===== config.mk =====
export PLATFORM = sky130hd
export DESIGN_NAME = link_activity_detector
export DESIGN_NICKNAME = d
export VERILOG_FILES = /design/src/rtl/de_act_pkg.sv /design/src/rtl/de_sync_chain.sv /design/src/rtl/de_edge_timer.sv /design/src/rtl/de_lock_ctrl.sv /design/src/rtl/link_activity_detector.sv
export SDC_FILE = /design/constraint.sdc
export NUM_CORES = 1
export LEC_CHECK = 0
export ABC_AREA = 1
export BUFFER_PORTS_ARGS = -buffer_cell sky130_fd_sc_hd__buf_2
export CAP_MARGIN = 0
export CORE_UTILIZATION = 25
export CTS_CLUSTER_SIZE = 24
export DETAILED_ROUTE_END_ITERATION = 8
export SETUP_SLACK_MARGIN = 0.2
export SLEW_MARGIN = 20
export SYNTH_ARGS = -nofsm -noshare
export SYNTH_HDL_FRONTEND = slang
export SYNTH_SLANG_ARGS = --single-unit

===== constraint.sdc =====
create_clock -name clk -period 1.85 [get_ports clk]
set_input_delay 0.185 -clock clk [delete_from_list [all_inputs] [get_ports clk]]
set_output_delay 0.185 -clock clk [all_outputs]
set_load 0.05 [all_outputs]

===== src/rtl/de_act_pkg.sv =====
package de_act_pkg;

  // Width needed to hold values 0..max_val.
  function automatic int unsigned ctr_width(input int unsigned max_val);
    return (max_val < 2) ? 1 : $clog2(max_val + 1);
  endfunction

  // Idle counter step: restart on activity, otherwise count up and stick at lim.
  function automatic int unsigned idle_step(input int unsigned cur,
                                            input int unsigned lim,
                                            input bit          activity);
    if (activity)      return 0;
    else if (cur >= lim) return lim;
    else               return cur + 1;
  endfunction

  // Rising-edge run counter step: a stale window restarts the run.
  function automatic int unsigned run_step(input int unsigned cur,
                                           input int unsigned goal,
                                           input bit          rise,
                                           input bit          stale);
    if (stale)         return rise ? 1 : 0;
    else if (!rise)    return cur;
    else if (cur >= goal) return goal;
    else               return cur + 1;
  endfunction

endpackage


===== src/rtl/de_sync_chain.sv =====
module de_sync_chain #(
  parameter int unsigned STAGES = 2
) (
  input  logic clk,
  input  logic rst_n,
  input  logic din,
  output logic dout
);
  logic [STAGES-1:0] q;

  generate
    if (STAGES == 1) begin : g_one
      always_ff @(posedge clk or negedge rst_n) begin
        if (!rst_n) q <= '0;
        else        q <= din;
      end
    end else begin : g_many
      always_ff @(posedge clk or negedge rst_n) begin
        if (!rst_n) q <= '0;
        else        q <= {q[STAGES-2:0], din};
      end
    end
  endgenerate

  assign dout = q[STAGES-1];
endmodule


===== src/rtl/de_edge_timer.sv =====
module de_edge_timer
  import de_act_pkg::*;
#(
  parameter int unsigned TIMEOUT_CYCLES = 165000
) (
  input  logic clk,
  input  logic rst_n,
  input  logic clear,
  input  logic de_s,
  output logic rise_o,
  output logic timeout_o
);
  localparam int unsigned IW    = ctr_width(TIMEOUT_CYCLES);
  localparam logic [IW-1:0] LIMIT = IW'(TIMEOUT_CYCLES);

  logic          de_d;
  logic [IW-1:0] idle_q;
  logic          edge_w;

  always_ff @(posedge clk or negedge rst_n) begin
    if (!rst_n) de_d <= 1'b0;
    else        de_d <= de_s;
  end

  assign edge_w    = de_s ^ de_d;
  assign rise_o    = de_s & ~de_d;
  assign timeout_o = (idle_q == LIMIT);

  always_ff @(posedge clk or negedge rst_n) begin
    if (!rst_n)     idle_q <= '0;
    else if (clear) idle_q <= '0;
    else            idle_q <= IW'(idle_step(32'(idle_q), TIMEOUT_CYCLES, edge_w));
  end

  // counter never passes its limit
  p_idle_bound_r6: assert property (@(posedge clk) disable iff (!rst_n)
    idle_q <= LIMIT);
  // a reached limit is held while the line stays quiet
  p_idle_sticky_r6: assert property (@(posedge clk) disable iff (!rst_n)
    (timeout_o && !edge_w && !clear) |=> timeout_o);
  // any edge, falling included, restarts the idle count
  p_edge_restart_r8: assert property (@(posedge clk) disable iff (!rst_n)
    (edge_w && !clear) |=> (idle_q == '0));
  // power-down empties the idle count
  p_clear_idle_r7: assert property (@(posedge clk) disable iff (!rst_n)
    clear |=> (idle_q == '0));
endmodule


===== src/rtl/de_lock_ctrl.sv =====
module de_lock_ctrl
  import de_act_pkg::*;
#(
  parameter int unsigned EDGES_TO_LOCK = 4
) (
  input  logic clk,
  input  logic rst_n,
  input  logic clear,
  input  logic rise_i,
  input  logic stale_i,
  output logic alive_o
);
  localparam int unsigned CW   = ctr_width(EDGES_TO_LOCK);
  localparam logic [CW-1:0] GOAL = CW'(EDGES_TO_LOCK);

  logic [CW-1:0] cnt_q;
  logic [CW-1:0] cnt_d;
  logic          lock_set;

  assign cnt_d    = CW'(run_step(32'(cnt_q), EDGES_TO_LOCK, rise_i, stale_i));
  assign lock_set = rise_i && (cnt_d == GOAL);

  always_ff @(posedge clk or negedge rst_n) begin
    if (!rst_n) begin
      cnt_q   <= '0;
      alive_o <= 1'b0;
    end else if (clear) begin
      cnt_q   <= '0;
      alive_o <= 1'b0;
    end else begin
      cnt_q <= cnt_d;
      if (lock_set)     alive_o <= 1'b1;
      else if (stale_i) alive_o <= 1'b0;
    end
  end

  // the flag only rises on a counted rising edge
  p_rise_cause_r2: assert property (@(posedge clk) disable iff (!rst_n)
    $rose(alive_o) |-> $past(rise_i));
  // a rising edge after an expired window starts a new run
  p_run_restart_r4: assert property (@(posedge clk) disable iff (!rst_n)
    (rise_i && stale_i && !clear) |=> (cnt_q == CW'(1)));
  // an expired window with no rising edge drops the flag
  p_drop_r5: assert property (@(posedge clk) disable iff (!rst_n)
    (stale_i && !rise_i && !clear) |=> !alive_o);
  // power-down clears flag and run count
  p_clear_r7: assert property (@(posedge clk) disable iff (!rst_n)
    clear |=> (!alive_o && cnt_q == '0));
  // a live link with no expired window stays live
  p_hold_r8: assert property (@(posedge clk) disable iff (!rst_n)
    (alive_o && !stale_i && !clear) |=> alive_o);
endmodule


===== src/rtl/link_activity_detector.sv =====
module link_activity_detector #(
  parameter int unsigned SYNC_STAGES    = 2,
  parameter int unsigned EDGES_TO_LOCK  = 4,
  parameter int unsigned TIMEOUT_CYCLES = 165000
) (
  input  logic clk,
  input  logic rst_n,
  input  logic pwr_down,
  input  logic de_in,
  output logic link_alive
);
  logic de_sync;
  logic de_rise;
  logic de_stale;

  de_sync_chain #(.STAGES(SYNC_STAGES)) sync_i (
    .clk  (clk),
    .rst_n(rst_n),
    .din  (de_in),
    .dout (de_sync)
  );

  de_edge_timer #(.TIMEOUT_CYCLES(TIMEOUT_CYCLES)) timer_i (
    .clk      (clk),
    .rst_n    (rst_n),
    .clear    (pwr_down),
    .de_s     (de_sync),
    .rise_o   (de_rise),
    .timeout_o(de_stale)
  );

  de_lock_ctrl #(.EDGES_TO_LOCK(EDGES_TO_LOCK)) lock_i (
    .clk    (clk),
    .rst_n  (rst_n),
    .clear  (pwr_down),
    .rise_i (de_rise),
    .stale_i(de_stale),
    .alive_o(link_alive)
  );

  // flag is low in reset
  always_comb begin
    if (!rst_n) p_reset_low_r1: assert (!link_alive);
  end
endmodule


==> reports/results.tsv <==
stage	metric	value	unit
timing	skew	0.00213	ns
timing	fmax	703	MHz
synth	synth.yosys.warnings	0	
worst_setup_path	endpoint_kind	flip-flop	
global_route	grt_pass1_vias	1069	
finish	drive_gt1_share	14.6	%
global_route	grt_pass1_wl	4.70	mm
route	postRouteAntennaNets	0	
finish	nets	202	
die	core_area	5570	um2
worst_setup_path	critical_path.slowest_cell	dfrtp_1	
clock_tree	clk_pin_slew_worst_paths	0.09	ns
worst_setup_path	reg2reg_depth	8	
synth	synth_area	1460	um2
worst_setup_path	path_depth	8	
clock_tree	cts_resized	0	
worst_setup_path	crit_fanout	5	
synth	synth_edf_count	0	
finish	mostFrequentLayoutCells	39 x nand2_1, 38 x nor2_1, 25 x dfrtp_1	
timing	fin_crit_sh	76.9	%
die	die-area	6140	um2
die	dieWidth	78.4	um
synth	async_flop_share	100	%
placed_design	place_hpwl	2.00	mm
worst_setup_path	critPathTopFamily	simple AND/OR/NAND/NOR gates	
placed_design	gp_congestion	0.793	
worst_setup_path	crit_path_max_incr_delay	0.41	ns
synth	syn_avg_cell_area	7.97	um2
route	routed_wl	2.60	mm
synth	synth_fp_nets	192	
power_and_ir_drop	p_per_area	579	nW/um2
timing	hold_viol_final	0	
die	rows	27	
job	max_cap_violations	0	
global_route	overflow	0	
finish	layout_commonest_cell	nand2_1	
timing	period_needed	1.42	ns
finish	num_antenna_cells	0	
die	die_y	78.4	um
finish	final_cells	264	
worst_setup_path	arrival	1.59	ns
placed_design	port_buffers	4	
die	start_util	26.2	%
worst_setup_path	path_common_cell	nor2_1	
clock_tree	h-tree-depth	1	
synth	yosys_most_used_dff	dfrtp_1	
route	wire_per_inst	9.86	um
synth	yosysSeqAreaShare	42.9	%
synth	synth_cells	183	
timing	drv_slew	0	
clock_tree	clock_latency	0.27	ns
worst_setup_path	path_class	flip-flop to flip-flop	
clock_tree	post_cts_buffers	0	
route	drtIter0Drc	80	
route	via_per_inst	4.22	
clock_tree	cts_tree	built	
global_route	grtUsageTotal	9.45	%
timing	relSlewSlack	62.6	%
finish	n_fill_cell	606	
worst_setup_path	worstSetupStartpointType	flip-flop	
route	dr.pass1.iters	4	
route	route.detailed.drc	0	
worst_hold_path	hold_path.class	input pin to flip-flop	
die	num_io_pins	5	
power_and_ir_drop	total_leakage_power	0.731	nW
synth	ys_ff_latch	25	
timing	tightestPinTransition	0.560	ns
global_route	grt_start_max_net_pins	26	
worst_setup_path	crit_chain	ha_1, nand2_1, nor2_4, nand3_4, nor2_1, nand2_1, nor2_1, nor2_1	
timing	rsz0062_at_grt	no	
route	vias	1114	
placed_design	dp.cells	259	
worst_hold_path	hold_depth	1	
worst_setup_path	required	2.02	ns
outcome	status	completed	
finish	syn_to_final_growth	11.4	%
clock_tree	cts_max_path_buffers	2	
timing	setup_tns	0	ns
worst_setup_path	cp.buffers_inverters	0	
clock_tree	cts_buffers	3	
synth	synth_cell_type_count	28	
timing	finalSetupViolations	0	
global_route	antenna_found_initial	0	
clock_tree	cts_sinks	25	
power_and_ir_drop	vdd_drop_max	0.338	mV
clock_tree	cts_root_buf	clkbuf_8	
## timing repair
item                                    in CTS  in global routing
endpoints found under the setup margin       0                  0
hold buffers                                 1                  0
hold endpoints to repair                    25                  0
## routing by layer
metal / vias up / share of wire, % / GRT usage (%)
met3: 2 / 2.7 / 0.698
met4: 0 / 0.27 / 2.22
li1: 590 / - / -
met2: 16 / 46 / 15.6
met1: 506 / 51 / 13.4
met5: - / 0 / 0
## synthesized netlist by cell type (3+ instances only)
| cell type | n | area [um2] |
|---|---|---|
| inv_1 | 21 | 78.8 |
| dfrtp_1 | 25 | 626 |
| xor2_1 | 5 | 43.8 |
| nor2_4 | 4 | 45.0 |
| nor2_1 | 38 | 143 |
| ha_1 | 5 | 62.6 |
| nand3_1 | 12 | 60.1 |
| o21ai_1 | 3 | 15.0 |
| a21oi_1 | 4 | 20.0 |
| nand2_1 | 39 | 146 |
| nand4_1 | 3 | 18.8 |
## logic make-up after synthesis
| family | count (synthesis) | synth area share, % |
|---|---|---|
| AND/OR/NAND/NOR | 109 | 36.0 |
| flip-flops | 25 | 42.9 |
| buffers and inverters | 23 | 5.92 |
| AO/OA/AOI/OAI | 14 | 6.70 |
| XOR/XNOR | 7 | 4.21 |
| adder cells (fa/ha/maj) | 5 | 4.29 |
## layout make-up
type | count | area [um2] | area share [%]
clock buffer | 3 | 41.3 | 2.54
timing repair buffer | 5 | 30.0 | 1.85
inverter | 23 | 86.3 | 5.32
sequential | 25 | 626 | 38.5
multi-input combinational | 135 | 746 | 45.9
clock inverter | 1 | 5.00 | 0.308
tap | 72 | 90.1 | 5.55
## sequential cells by signal, indices dropped and copies added (netlist names)
| register | cells |
|---|---|
| timer_i.idle_q | 18 |
| timer_i.de_d | 1 |
| sync_i.q | 2 |
| lock_i.cnt_q | 3 |
| lock_i.alive_o | 1 |
## worst paths after layout
kind | startpoint | to | slack (ns)
min in group asynchronous | rst_n | timer_i.idle_q[17] | 0.45
setup reg to reg | timer_i.idle_q[0] | timer_i.idle_q[16] | 0.43
max in group asynchronous | rst_n | timer_i.idle_q[4] | 1.03
setup / recovery | timer_i.idle_q[0] | timer_i.idle_q[16] | 0.43
hold reg to reg | sync_i.q[0] | sync_i.q[1] | 0.36
hold / removal | de_in | sync_i.q[0] | 0.02
## worst reg2reg max path: stages, from the launching register on
cell and delay [ns]:
dfrtp_1 0.41, ha_1 0.20, nand2_1 0.10, nor2_4 0.18, nand3_4 0.11, nor2_1 0.10
nand2_1 0.07, nor2_1 0.09, nor2_1 0.05
## where the power goes
group / switching, mW / internal [mW] / total, mW / leakage, nW
clock: 0.178 / 0.151 / 0.328 / 0.0255
combinational: 0.0365 / 0.0154 / 0.0519 / 0.365
sequential: 0.00565 / 0.554 / 0.560 / 0.341
## stage by stage
step,hold WS [ns],util [%],setup WS (ns),instance area [um2],power [mW]
2_1_floorplan,-0.111,-,0.537,1460,0.600
3_3_place_gp,0.215,28.1,0.461,1570,0.623
3_5_place_dp,0.212,28.1,0.444,1570,0.623
4_1_cts,0.00952,29.1,0.416,1620,0.955
5_1_grt,0.00829,29.1,0.319,1620,0.985
6_report,0.0160,29.1,0.428,1620,0.940
Note: power is estimated with default switching activity, not from simulation.
